## src/rtl/dwd_pkg.sv

```systemverilog
package dwd_pkg;
  typedef enum logic [1:0] {
    DWD_IDLE = 2'd0,
    DWD_RUN  = 2'd1,
    DWD_FIN  = 2'd2
  } dwd_state_e;
endpackage

```

## src/rtl/dwd_ctrl.sv

```systemverilog
module dwd_ctrl
  import dwd_pkg::*;
#(
  parameter int W = 32
) (
  input  logic clk,
  input  logic rst_n,
  input  logic start_i,
  output logic load_o,
  output logic step_o,
  output logic fin_o,
  output logic busy_o
);
  localparam int CW = (W > 1) ? $clog2(W) : 1;
  localparam logic [CW-1:0] LAST = CW'(W - 1);

  dwd_state_e state_q;
  logic [CW-1:0] cnt_q;

  assign load_o = start_i && (state_q == DWD_IDLE);
  assign step_o = (state_q == DWD_RUN);
  assign fin_o  = (state_q == DWD_FIN);
  assign busy_o = (state_q != DWD_IDLE);

  always_ff @(posedge clk or negedge rst_n) begin
    if (!rst_n) begin
      state_q <= DWD_IDLE;
      cnt_q   <= '0;
    end else begin
      unique case (state_q)
        DWD_IDLE: if (start_i) begin
          state_q <= DWD_RUN;
          cnt_q   <= '0;
        end
        DWD_RUN: begin
          cnt_q <= cnt_q + 1'b1;
          if (cnt_q == LAST) state_q <= DWD_FIN;
        end
        DWD_FIN: state_q <= DWD_IDLE;
        default: state_q <= DWD_IDLE;
      endcase
    end
  end


  fin_after_last_step_chk: assert property (@(posedge clk) disable iff (!rst_n)
    fin_o |-> ($past(step_o) && ($past(cnt_q) == LAST)));


  no_load_while_busy_chk: assert property (@(posedge clk) disable iff (!rst_n)
    busy_o |-> !load_o);
endmodule

```

## src/rtl/dwd_lane.sv

```systemverilog
module dwd_lane #(
  parameter int W = 32
) (
  input  logic         clk,
  input  logic         rst_n,
  input  logic         load_i,
  input  logic         step_i,
  input  logic [W-1:0] dvd_i,
  input  logic [W-1:0] dvs_i,
  output logic [W-1:0] quo_o,
  output logic         dz_o
);
  logic [W-1:0] rem_q, quo_q, dvs_q;
  logic         dz_q;
  logic [2*W-1:0] next_pair;

  // One restoring iteration: shift in the next dividend bit, subtract if it fits.
  function automatic logic [2*W-1:0] restore_step(input logic [W-1:0] rem,
                                                  input logic [W-1:0] quo,
                                                  input logic [W-1:0] dvs);
    logic [W:0] shifted;
    logic [W:0] diff;
    shifted = {rem, quo[W-1]};
    diff    = shifted - {1'b0, dvs};
    if (shifted >= {1'b0, dvs}) return {diff[W-1:0], quo[W-2:0], 1'b1};
    else                        return {shifted[W-1:0], quo[W-2:0], 1'b0};
  endfunction

  assign next_pair = restore_step(rem_q, quo_q, dvs_q);

  always_ff @(posedge clk or negedge rst_n) begin
    if (!rst_n) begin
      rem_q <= '0;
      quo_q <= '0;
      dvs_q <= '0;
      dz_q  <= 1'b0;
    end else if (load_i) begin
      rem_q <= '0;
      quo_q <= dvd_i;
      dvs_q <= dvs_i;
      dz_q  <= (dvs_i == '0);
    end else if (step_i && !dz_q) begin
      {rem_q, quo_q} <= next_pair;
    end
  end

  assign quo_o = dz_q ? '1 : quo_q;
  assign dz_o  = dz_q;


  rem_below_divisor_chk: assert property (@(posedge clk) disable iff (!rst_n)
    ($past(step_i) && !dz_q) |-> (rem_q < dvs_q));


  zero_lane_frozen_chk: assert property (@(posedge clk) disable iff (!rst_n)
    (dz_q && step_i) |=> (quo_o == '1));
endmodule

```

## src/rtl/dwd_status.sv

```systemverilog
module dwd_status #(
  parameter int LANES = 2
) (
  input  logic             clk,
  input  logic             rst_n,
  input  logic             load_i,
  input  logic             fin_i,
  input  logic [LANES-1:0] dz_i,
  input  logic             sticky_clr_i,
  output logic [LANES-1:0] ovf_o,
  output logic [LANES-1:0] sticky_o
);
  logic [LANES-1:0] new_ovf;

  assign new_ovf = fin_i ? dz_i : '0;

  always_ff @(posedge clk or negedge rst_n) begin
    if (!rst_n) begin
      ovf_o    <= '0;
      sticky_o <= '0;
    end else begin
      if (load_i)     ovf_o <= '0;
      else if (fin_i) ovf_o <= dz_i;
      sticky_o <= (sticky_clr_i ? '0 : sticky_o) | new_ovf;
    end
  end


  sticky_hold_chk: assert property (@(posedge clk) disable iff (!rst_n)
    !sticky_clr_i |=> ((sticky_o & $past(sticky_o)) == $past(sticky_o)));


  clear_keeps_new_chk: assert property (@(posedge clk) disable iff (!rst_n)
    (sticky_clr_i && fin_i) |=> (sticky_o == ovf_o));
endmodule

```

## src/rtl/dual_word_divider.sv

```systemverilog
module dual_word_divider #(
  parameter int LANE_W = 32,
  parameter int LANES  = 2
) (
  input  logic                    clk,
  input  logic                    rst_n,
  input  logic                    start_i,
  input  logic [LANES*LANE_W-1:0] dividend_i,
  input  logic [LANES*LANE_W-1:0] divisor_i,
  input  logic                    sticky_clr_i,
  output logic                    busy_o,
  output logic                    done_o,
  output logic [LANES*LANE_W-1:0] quotient_o,
  output logic [LANES-1:0]        ovf_o,
  output logic [LANES-1:0]        sticky_o
);
  localparam int TW = LANES * LANE_W;
  localparam int LW = $clog2(LANE_W + 2) + 1;
  localparam logic [LW-1:0] LATENCY = LW'(LANE_W + 1);

  logic          load_w, step_w, fin_w;
  logic [TW-1:0] lane_flat;
  logic [LANES-1:0] lane_dz;

  dwd_ctrl #(.W(LANE_W)) u_ctrl (
    .clk(clk), .rst_n(rst_n), .start_i(start_i),
    .load_o(load_w), .step_o(step_w), .fin_o(fin_w), .busy_o(busy_o)
  );

  for (genvar i = 0; i < LANES; i++) begin : g_lane
    dwd_lane #(.W(LANE_W)) u_lane (
      .clk(clk), .rst_n(rst_n), .load_i(load_w), .step_i(step_w),
      .dvd_i(dividend_i[i*LANE_W +: LANE_W]),
      .dvs_i(divisor_i[i*LANE_W +: LANE_W]),
      .quo_o(lane_flat[i*LANE_W +: LANE_W]),
      .dz_o(lane_dz[i])
    );


    sat_when_flagged_chk: assert property (@(posedge clk) disable iff (!rst_n)
      (done_o && ovf_o[i]) |-> (quotient_o[i*LANE_W +: LANE_W] == '1));
  end

  dwd_status #(.LANES(LANES)) u_status (
    .clk(clk), .rst_n(rst_n), .load_i(load_w), .fin_i(fin_w),
    .dz_i(lane_dz), .sticky_clr_i(sticky_clr_i),
    .ovf_o(ovf_o), .sticky_o(sticky_o)
  );

  always_ff @(posedge clk or negedge rst_n) begin
    if (!rst_n) begin
      done_o     <= 1'b0;
      quotient_o <= '0;
    end else begin
      done_o <= fin_w;
      if (fin_w) quotient_o <= lane_flat;
    end
  end

  // Latency watch for the assertions below.
  logic [LW-1:0] lat_q;
  always_ff @(posedge clk or negedge rst_n) begin
    if (!rst_n)      lat_q <= '0;
    else if (load_w) lat_q <= '0;
    else if (busy_o) lat_q <= lat_q + 1'b1;
  end


  done_latency_chk: assert property (@(posedge clk) disable iff (!rst_n)
    done_o |-> (lat_q == LATENCY));


  done_pulse_chk: assert property (@(posedge clk) disable iff (!rst_n)
    done_o |=> !done_o);


  busy_ends_in_done_chk: assert property (@(posedge clk) disable iff (!rst_n)
    $fell(busy_o) |-> done_o);


  no_overflow_chk: assert property (@(posedge clk) disable iff (!rst_n)
    busy_o |-> (ovf_o == '0));


  ovf_in_sticky_chk: assert property (@(posedge clk) disable iff (!rst_n)
    done_o |-> ((ovf_o & ~sticky_o) == '0));
endmodule

```

## config.mk

```make
export PLATFORM = sky130hd
export DESIGN_NAME = dual_word_divider
export DESIGN_NICKNAME = d
export VERILOG_FILES = /design/src/rtl/dwd_pkg.sv /design/src/rtl/dwd_ctrl.sv /design/src/rtl/dwd_lane.sv /design/src/rtl/dwd_status.sv /design/src/rtl/dual_word_divider.sv
export SDC_FILE = /design/constraint.sdc
export NUM_CORES = 1
export LEC_CHECK = 0
export ABC_AREA = 1
export BUFFER_PORTS_ARGS = -buffer_cell sky130_fd_sc_hd__buf_4
export CAP_MARGIN = 10
export CORE_ASPECT_RATIO = 1.2
export CORE_MARGIN = 8
export CORE_UTILIZATION = 59
export CTS_CLUSTER_DIAMETER = 60
export DETAILED_ROUTE_END_ITERATION = 6
export PLACE_DENSITY_LB_ADDON = 0.15
export SYNTH_ARGS = -nofsm -noshare
export SYNTH_HDL_FRONTEND = slang
export SYNTH_SLANG_ARGS = --single-unit
```

## constraint.sdc

```tcl
create_clock -name clk -period 2.9 [get_ports clk]
set_input_delay 0.29 -clock clk [delete_from_list [all_inputs] [get_ports clk]]
set_output_delay 0.29 -clock clk [all_outputs]
set_load 0.03 [all_outputs]
```

* Word level (Yosys, flattened, before mapping)
Index checks and enable logic that the tools add are counted.
** Operators by class
- Reductions and logical operators :: 15
- Equality and inequality tests :: 5
- Magnitude comparators :: 2
- $add $sub $neg :: 3
- Bitwise gates (word level) :: 1
- Muxes and demuxes :: 21
** Operator list (number)
- two-way mux 32 bit :: 10
- two-way mux 64 bit :: 2
- >= comparator 33 x 32 -> 1 bit :: 2
- zero test 32 bit :: 2
- subtractor 32 bit :: 2
- two-way mux 2 bit :: 6
- case mux 5 bit (2 select lines) :: 1
- nonzero test 2 bit :: 5
- adder 5 x 1 -> 5 bit, second input constant :: 1
- == test 5 bit, second input constant :: 1
- two-way mux 5 bit :: 1
- inequality test 2 bit, second input constant :: 2
- case mux 2 bit (2 select lines) :: 1
- AND reduction 2 bit :: 2
- logical AND 1 bit :: 3
- == test 2 x 1 -> 1 bit, second input constant :: 1
- == test 2 bit, second input constant :: 1
- zero test 1 bit :: 2
- zero test 2 bit :: 1
- bitwise OR 2 bit :: 1
** Storage, ports and cells
- Flip-flop bits (word level) :: 270
- Logic and storage cells :: 61
- Input bits :: 132

* Longest topological paths before layout
Gate-level depths: netlist of the first run.
- Word-level depth :: 4
- Depth in mapped cells :: 17
- Mapped depth without buffers :: 17

* Modules after synthesis
Synthesis of the first run repeated with hierarchy kept, for this count alone.
** Second synthesis, totals
- Cells, all modules :: 2532
- Area total of the unflattened synthesis :: 17142.7 µm²
** Modules (own cells, without submodules)
- dwd_lane :: instances 2, area an instance 7080.5 µm², cells an instance 1100
- dual_word_divider :: instances 1, area an instance 2471.1 µm², cells an instance 271
- dwd_ctrl :: instances 1, area an instance 350.3 µm², cells an instance 43
- dwd_status :: instances 1, area an instance 160.2 µm², cells an instance 18

* Worst setup path before layout of the first run
OpenSTA, ideal clock, no wires.
- Kind :: register -> register
- From :: register g_lane[1].u_lane.dvs_q[0]
- To :: register g_lane[1].u_lane.rem_q[28]
- Library setup time :: 116 ps
- Required time :: 2784 ps
- Path buffers :: 0
- Slack :: 895 ps
- Arrival time :: 1889 ps
- Stages on the path, launching flop included :: 13
- Cells stage by stage :: dfrtp_1 -> ha_1 -> fa_1 -> o21ai_1 -> nand2_1 -> nand2_1 -> nand2_1 -> nand2_1 -> nand2_1 -> nand3_1 -> nand3_1 -> nand2_1 -> nand2_1
** Between the ends
- Cells in the longest elaborated chain, start to end :: 4
** RTL lines
- start: declaration :: line dwd_lane.sv:13 : logic [W-1:0] rem_q, quo_q, dvs_q;
- start signal: assignment :: line dwd_lane.sv:40 : dvs_q <= dvs_i;
- subtractor 32 bit or >= comparator 33 x 32 -> 1 bit (tied branches) :: line dwd_lane.sv:24, dwd_lane.sv:25
- two-way mux 64 bit (*) :: line dwd_lane.sv:25 : if (shifted >= {1'b0, dvs}) return {diff[W-1:0], quo[W-2:0], 1'b1};
- two-way mux 32 bit (*) :: line dwd_lane.sv:42 : end else if (step_i && !dz_q) begin
- two-way mux 32 bit (*) :: line dwd_lane.sv:37 : end else if (load_i) begin
- end signal: assignment :: line dwd_lane.sv:43 : {rem_q, quo_q} <= next_pair;
- end: declaration :: line dwd_lane.sv:13
Mark *: on every way between the ends. The rest lies on a longest branch, timed or not. The select of a mux whose other input is x is not followed.
A chain may end at the register's enable or synchronous reset.

* Worst setup path after layout of the first run
- From :: register g_lane[1].u_lane.quo_q[31]
- To :: register g_lane[1].u_lane.rem_q[28]
** Between the ends
- Cells in the longest elaborated chain, start to end :: 4
** RTL lines
- start: declaration :: line dwd_lane.sv:13
- start signal: assignment :: line dwd_lane.sv:39 : quo_q <= dvd_i;
- start signal: assignment :: line dwd_lane.sv:43
- subtractor 32 bit or >= comparator 33 x 32 -> 1 bit (tied branches) :: line dwd_lane.sv:24, dwd_lane.sv:25
- two-way mux 64 bit (*) :: line dwd_lane.sv:25
- two-way mux 32 bit (*) :: line dwd_lane.sv:42
- two-way mux 32 bit (*) :: line dwd_lane.sv:37
Marked as above.

==> results of run 1 <==
==> synthesized netlist by cell type (all sizes together) (35+ instances only) <==
cell    count
clkbuf     45
a31oi      52
dfrtp     270
inv       378
buf        42
a21oi      51
o21ai     190
nand3     144
nor2      182
nand3b     35
nand2     807
ha         66
==> sequential cells by signal, indices dropped and copies added (netlist names), 5 cells and up <==
name / cells
u_ctrl.cnt_q: 5
g_lane.u_lane.dvs_q: 64
g_lane.u_lane.rem_q: 64
g_lane.u_lane.quo_q: 64
quotient_o: 64
==> critical path: cells and delay by family (launching register included) <==
| family | cells | cell delay, ns |
|---|---|---|
| buf+inv | 1 | 0.09 |
| fa+ha+maj | 2 | 0.72 |
| simple gates | 9 | 0.97 |
| flops | 1 | 0.32 |
| compound gates | 1 | 0.41 |
==> power breakdown <==
part           leakage, nW  switching (mW)  internal, mW  total [mW]
logic                 6.99            11.7          6.16        17.8
registers             3.19           0.828          5.41        6.24
clock network        0.499            1.66          2.34        4.00
total                 10.7            14.2          13.9        28.1
==> how the worst max path moves through the flow <==
stage | slack, ns | end | cells past startpoint
global placement | 0.32 | g_lane[1].u_lane.rem_q[28] | 12
global route | 0.10 | g_lane[1].u_lane.rem_q[28] | 13
detailed placement | 0.32 | g_lane[1].u_lane.rem_q[28] | 12
floorplan | 0.89 | g_lane[1].u_lane.rem_q[28] | 12
finish | 0.26 | g_lane[1].u_lane.rem_q[28] | 13
CTS | 0.30 | g_lane[1].u_lane.rem_q[28] | 12
==> kinds of logic after synthesis <==
group	synth area share, %
AOI/OAI and AO/OA	11.45
adders and majority gates	5.171
xor gates and xnor gates	1.517
and+or+nand+nor	30.36
DFF	40.35
buffers and inverters	11.16
==> layer usage <==
metal / up-vias / part of all wire, %
li1: 8016 / -
met1: 7799 / 42
met2: 732 / 47
met3: 125 / 8.0
met4: 0 / 3.0
met5: - / 0
==> layout make-up <==
type                       count  area share [%]
timing repair buffer         295           12.33
tap                          379           2.331
inverter                     384           7.099
clock buffer                  42           4.214
multi-input combinational   1646           40.00
sequential                   270           33.22
clock inverter                13          0.8120
==> through the flow <==
step | worst slack [ns] | instances | util (%) | instance area [um^2] | hold slack [ns]
after floorplan | 0.8948 | 2387 | - | 16740 | -0.005591
after global placement | 0.3225 | 2900 | 66.55 | 18580 | 0.3088
after global routing | 0.1015 | 3029 | 72.86 | 20340 | 0.005917
after detailed placement | 0.3168 | 2900 | 66.55 | 18580 | 0.3049
after CTS | 0.2956 | 3029 | 72.86 | 20340 | 0.00002037
final | 0.2630 | 3029 | 72.86 | 20340 | 0.02172
==> key figures, run 1 <==
Power and ir drop
  • Total design power: 28.08 mW
  • Static leakage: 10.68 nW
  • PD cells: 1380 mW/mm^2
  • VDD IR max: 877.4 uV

Synth
  • FFs w/ async S/R, synth: 100.0%
  • Synthesized area per cell: 7.015 um^2
  • Yosys top cell area share: 40.35%
  • Net Count, Synth: 2587
  • Sequential fraction of the synthesis area: 40.35%
  • Post-synth EDFFs: 0
  • Post-Syn Area: 0.01674 mm^2
  • Ys flop type: dfrtp_1
  • Cells after Synth: 2387
  • Count of cell types in the netlist: 40
  • Top cell type by total area after synthesis: dfrtp_1
  • Syn. warnings: 0
  • Flops & latches, synth: 270
  • Synth area leaders: dfrtp_1 (40%), nand2_1 (18%), inv_1 (8.3%)

Final layout
  • Diode count: 0
  • Most common cell after layout, fill and taps aside: nand2_1
  • Most frequent cells in the layout: nand2_1 (789), inv_1 (371), dfrtp_1 (270)
  • Layout fillers: 2204
  • # nets final: 2827
  • Register area: 0.006756 mm^2
  • Area delta synth->final: 21.47%
  • Multi-input logic area: 0.008135 mm^2
  • Share of cells above drive strength 1: 12.08%

Floorplan
  • Die width: 169.8 um
  • Site row count: 67
  • # IOs: 202
  • Starting Density: 59.98%
  • Core Area: 0.02792 mm^2
  • Die Y: 200.5 um
  • Area of the die: 0.03405 mm^2

Clock tree
  • Total CTS buffers: 30
  • Root Buffer: clkbuf_16
  • Post-CTS repair timing setup buffer count: 0
  • CTS max path bufs: 3
  • CTS HTree Levels: 1
  • Clock Sink Count: 270
  • CTS tree: yes
  • Hold_buf cts: 74
  • Clock-pin slew on the worst setup and hold paths: 0.06 ns
  • Post-cts sizing count: 0
  • Clk Latency, worst-skew pair: 0.58 ns

Hold path
  • Hold WC Path Type: input pin to flip-flop
  • Hold_sp: divisor_i[33]
  • Depth of the worst hold-timing path: 3
  • Hold Path End: g_lane[1].u_lane.dvs_q[1]

Routing
  • Vias post-DR: 16.67k
  • First DRT Iteration DRCs: 1777
  • WL per Instance: 17.28 um
  • Residual DRC: 0
  • Number of iterations in the first detailed-routing pass: 6
  • Routed WL: 52330 um
  • Via-to-Cell Ratio: 5.504
  • Post-route ant nets: 0

Critical path
  • Slowest library cell on the worst path: fa_1
  • Endpoint class of the critical path: flip-flop
  • Worst R2R Start: g_lane[1].u_lane.quo_q[31]
  • CP Cell Sequence: inv_1 > ha_1 > fa_1 > o21ai_1 > nand2_1 > nand2_1 > nand2_1 > nand2_1 > nand2_1 > nand3_1 > nand3_1 > nand2_1 > nand2_1
  • Depth of the worst register-to-register path: 13
  • Setup slack, reg-to-reg: 0.26 ns
  • RR Endpoint: g_lane[1].u_lane.rem_q[28]
  • Critical path required time: 3.37 ns
  • CP Max Fanout: 4
  • Worst EP arrival: 3.11 ns
  • CP Class: flip-flop to flip-flop
  • Most common cell on crit path: nand2_1
  • Worst setup startpoint: g_lane[1].u_lane.quo_q[31]
  • Worst stage delay on the critical path: 0.48 ns
  • CP startpoint kind: flip-flop

Global routing
  • Busiest layer in global routing: met2
  • Initial antenna violation count: 0
  • Vias in the first global route: 16.64k
  • First-pass GRT wire length: 85710 um
  • Tot GR Track Use: 30.62%
  • Routing usage on met1: 39.93%
  • Congestion Overflow GR: 0
  • Met3 Track Usage GR: 4.997%
  • Largest net degree at the start of global routing: 106
  • Met2 Usage GRT: 51.08%

Timing
  • Clock skew: 0.01133 ns
  • Max Transition Viols Final: 0
  • Final Hold Viols: 0
  • Fmax: 379.2 MHz
  • Minimum clock period: 2.637 ns
  • Fin Setup TNS: 0 ns
  • Period utilization: 90.93%
  • Worst relative slew slack: 35.25%
  • Setup violations, final: 0
  • RSZ-0062 raised after global routing: false
  • Worst-Margin Slew: 0.9624 ns

Placed design
  • RD Place Congestion: 0.9512
  • # port buffers: 201
  • DP HPWL: 36720 um

Job
  • Max_cap viols: 0

Run status
  • Status: complete, no violations
(Power assumes the default switching activity.)
==> run 2: changes to the inputs <==
--- a/config.mk
+++ b/config.mk
@@ -10,7 +10,7 @@
 export CAP_MARGIN = 10
 export CORE_ASPECT_RATIO = 1.2
 export CORE_MARGIN = 8
-export CORE_UTILIZATION = 59
+export CORE_UTILIZATION = 61
 export CTS_CLUSTER_DIAMETER = 60
 export DETAILED_ROUTE_END_ITERATION = 6
 export PLACE_DENSITY_LB_ADDON = 0.15
==> constraint.sdc (replaced) <==
create_clock -name clk -period 3.2 [get_ports clk]
set_input_delay 0.32 -clock clk [delete_from_list [all_inputs] [get_ports clk]]
set_output_delay 0.32 -clock clk [all_outputs]
set_load 0.03 [all_outputs]
==> run 2 against run 1 <==
  * Count of clock-buffer cells in the layout down 6
  * First-iteration DRC count up 11%
  * Sequential share of layout area up 0.47 points
  * Final cell count down 1.9%
  * Combinational power down 8%
  * Final area down 1.4%
  * Global-route usage up 2.5 points
  * Via count up 1.7%
  * Hold slack worse by 0.016 ns
  * Clock skew up 0.0021 ns
  * Maximum frequency up 1.4%
==> key figures, run 2 (synthesis gave the netlist of run 1 again) <==
Power and ir drop
  • Static leakage: 10.57 nW
  • PD cells: 1280 mW/mm^2
  • VDD IR max: 1017 uV

Floorplan
  • Die width: 167.2 um
  • Area of the die: 0.03303 mm^2
  • Starting Density: 61.82%
  • # IOs: 202
  • Core Area: 0.02709 mm^2
  • Site row count: 66
  • Die Y: 197.5 um

Critical path
  • Setup slack, reg-to-reg: 0.60 ns
  • Worst setup startpoint: g_lane[1].u_lane.rem_q[21]
  • Slowest library cell on the worst path: nor2_4
  • Buf+Inv Stages, Crit Path: 2
  • Worst EP arrival: 3.05 ns
  • Endpoint class of the critical path: flip-flop
  • CP Max Fanout: 13
  • Depth of the worst register-to-register path: 10
  • Worst R2R Start: g_lane[1].u_lane.rem_q[21]
  • CP startpoint kind: flip-flop
  • CP endpoint: g_lane[1].u_lane.rem_q[14]
  • CP Class: flip-flop to flip-flop
  • Worst stage delay on the critical path: 0.41 ns
  • Critical path required time: 3.65 ns
  • Crit path depth: 10
  • CP Cell Sequence: ha_1 > a21oi_1 > o21bai_1 > inv_1 > a21oi_2 > nor2_4 > buf_4 > nand3b_1 > nand3_1 > nand2_1
  • RR Endpoint: g_lane[1].u_lane.rem_q[14]
  • Critical path's top delay family: simple AND/OR/NAND/NOR gates

Global routing
  • Congestion Overflow GR: 0
  • First-pass GRT wire length: 88430 um
  • Largest net degree at the start of global routing: 115
  • Vias in the first global route: 16.78k
  • Initial antenna violation count: 2
  • Tot GR Track Use: 33.10%

Clock tree
  • Post-cts sizing count: 0
  • CTS max path bufs: 3
  • Clock-pin slew on the worst setup and hold paths: 0.07 ns
  • Clk Latency, worst-skew pair: 0.58 ns
  • Clock Sink Count: 270
  • CTS HTree Levels: 1
  • Root Buffer: clkbuf_16
  • Total CTS buffers: 30
  • CTS tree: yes

Timing
  • Fin Setup TNS: 0 ns
  • Max Transition Viols Final: 0
  • Clock skew: 0.01347 ns
  • RSZ-0062 raised after global routing: false
  • Worst relative slew slack: 25.58%
  • Fmax: 384.6 MHz
  • Setup violations, final: 0
  • Final WS setup: 0.5997 ns
  • Period utilization: 81.26%
  • Worst-Margin Slew: 1.116 ns
  • Final Hold Viols: 0
  • Minimum clock period: 2.600 ns

Hold path
  • Depth of the worst hold-timing path: 3
  • Hold WC Path Type: input pin to flip-flop

Placed design
  • DP HPWL: 37730 um
  • Cell Area, Placed: 0.01846 mm^2
  • Worst slack at placement: 0.7027 ns
  • # port buffers: 201
  • RD Place Congestion: 1.006

Routing
  • First DRT Iteration DRCs: 1967
  • Vias post-DR: 16.96k
  • Post-route ant nets: 0
  • WL per Instance: 18.69 um
  • Residual DRC: 0
  • Number of iterations in the first detailed-routing pass: 6
  • Via-to-Cell Ratio: 5.709
  • Routed WL: 55530 um

Run status
  • Status: complete, no violations

Final layout
  • Cell area after layout: 0.02005 mm^2
  • # nets final: 2807
  • Share of cells above drive strength 1: 12.21%
  • Most common cell after layout, fill and taps aside: nand2_1
  • Most frequent cells in the layout: nand2_1 (789), inv_1 (371), dfrtp_1 (270)
  • Area delta synth->final: 19.76%

Job
  • Max_cap viols: 0
[run 2: cell count changes in the layout (fill, tap and decap cells not counted), sizes merged]
cell         previous run  this run
dlygate4sd3            74        55
diode                   0         3
buf                   221       220
inv                   382       383
clkbuf                 42        36
clkinvlp                2         3
clkinv                 10        12
[run 2: cell type report]
cell class                      count  area [um^2]
Multi-Input combinational cell   1646         8135
Fill cell                        2022         7032
Sequential cell                   270         6756
Timing Repair Buffer              275         2247
Inverter                          384         1444
Clock buffer                       36        814.5
Tap cell                          340        425.4
Clock inverter                     17        224.0
Antenna cell                        3        7.507
[run 2: worst min-delay path by stage]
| stage | end | startpoint |
|---|---|---|
| global placement | quotient_o[12] | rst_n |
| floorplan | done_o | rst_n |
| finish | g_lane[0].u_lane.dvs_q[18] | divisor_i[18] |
| detailed placement | quotient_o[12] | rst_n |
| CTS | g_lane[0].u_lane.quo_q[22] | dividend_i[22] |
| global route | g_lane[0].u_lane.dvs_q[18] | divisor_i[18] |
[run 2: repair_timing]
item                       CTS  global route
hold endpoints to repair   152             0
buffers inserted             0             0
hold buffers                55             0
setup endpoints to repair    0             0
[run 2: where the power goes]
group	internal (mW)	total [mW]	switching (mW)
combinational	5.51	16.3	10.8
sequential	4.90	5.68	0.780
clock	2.09	3.66	1.56
total	12.5	25.7	13.2
[run 2: metrics by stage]
step                      hold slack [ns]  total power, mW  instances  util [%]
after floorplan                   0.02441            17.52       2387         -
after global placement             0.3957            21.00       2860     68.14
after detailed placement           0.4012            21.42       2860     68.14
final                            0.005813            25.66       2971     74.04
after CTS                       0.0009529            25.31       2968     74.01
after global routing             0.002528            27.97       2969     74.02
[run 2: worst reg2reg max path, cell delays in order, from the launching register on]
cell      delay [ns]
dfrtp_1         0.40
ha_1            0.36
a21oi_1         0.30
o21bai_1        0.17
inv_1           0.09
a21oi_2         0.06
nor2_4          0.41
buf_4           0.31
nand3b_1        0.11
nand3_1         0.14
nand2_1         0.12
[run 2: per-layer routing]
metal | GRT usage (%) | part of all wire, %
met1 | 41.53 | 40
met2 | 55.42 | 47
met3 | 6.617 | 8.7
met4 | 13.74 | 4.1
met5 | 0 | 0.027
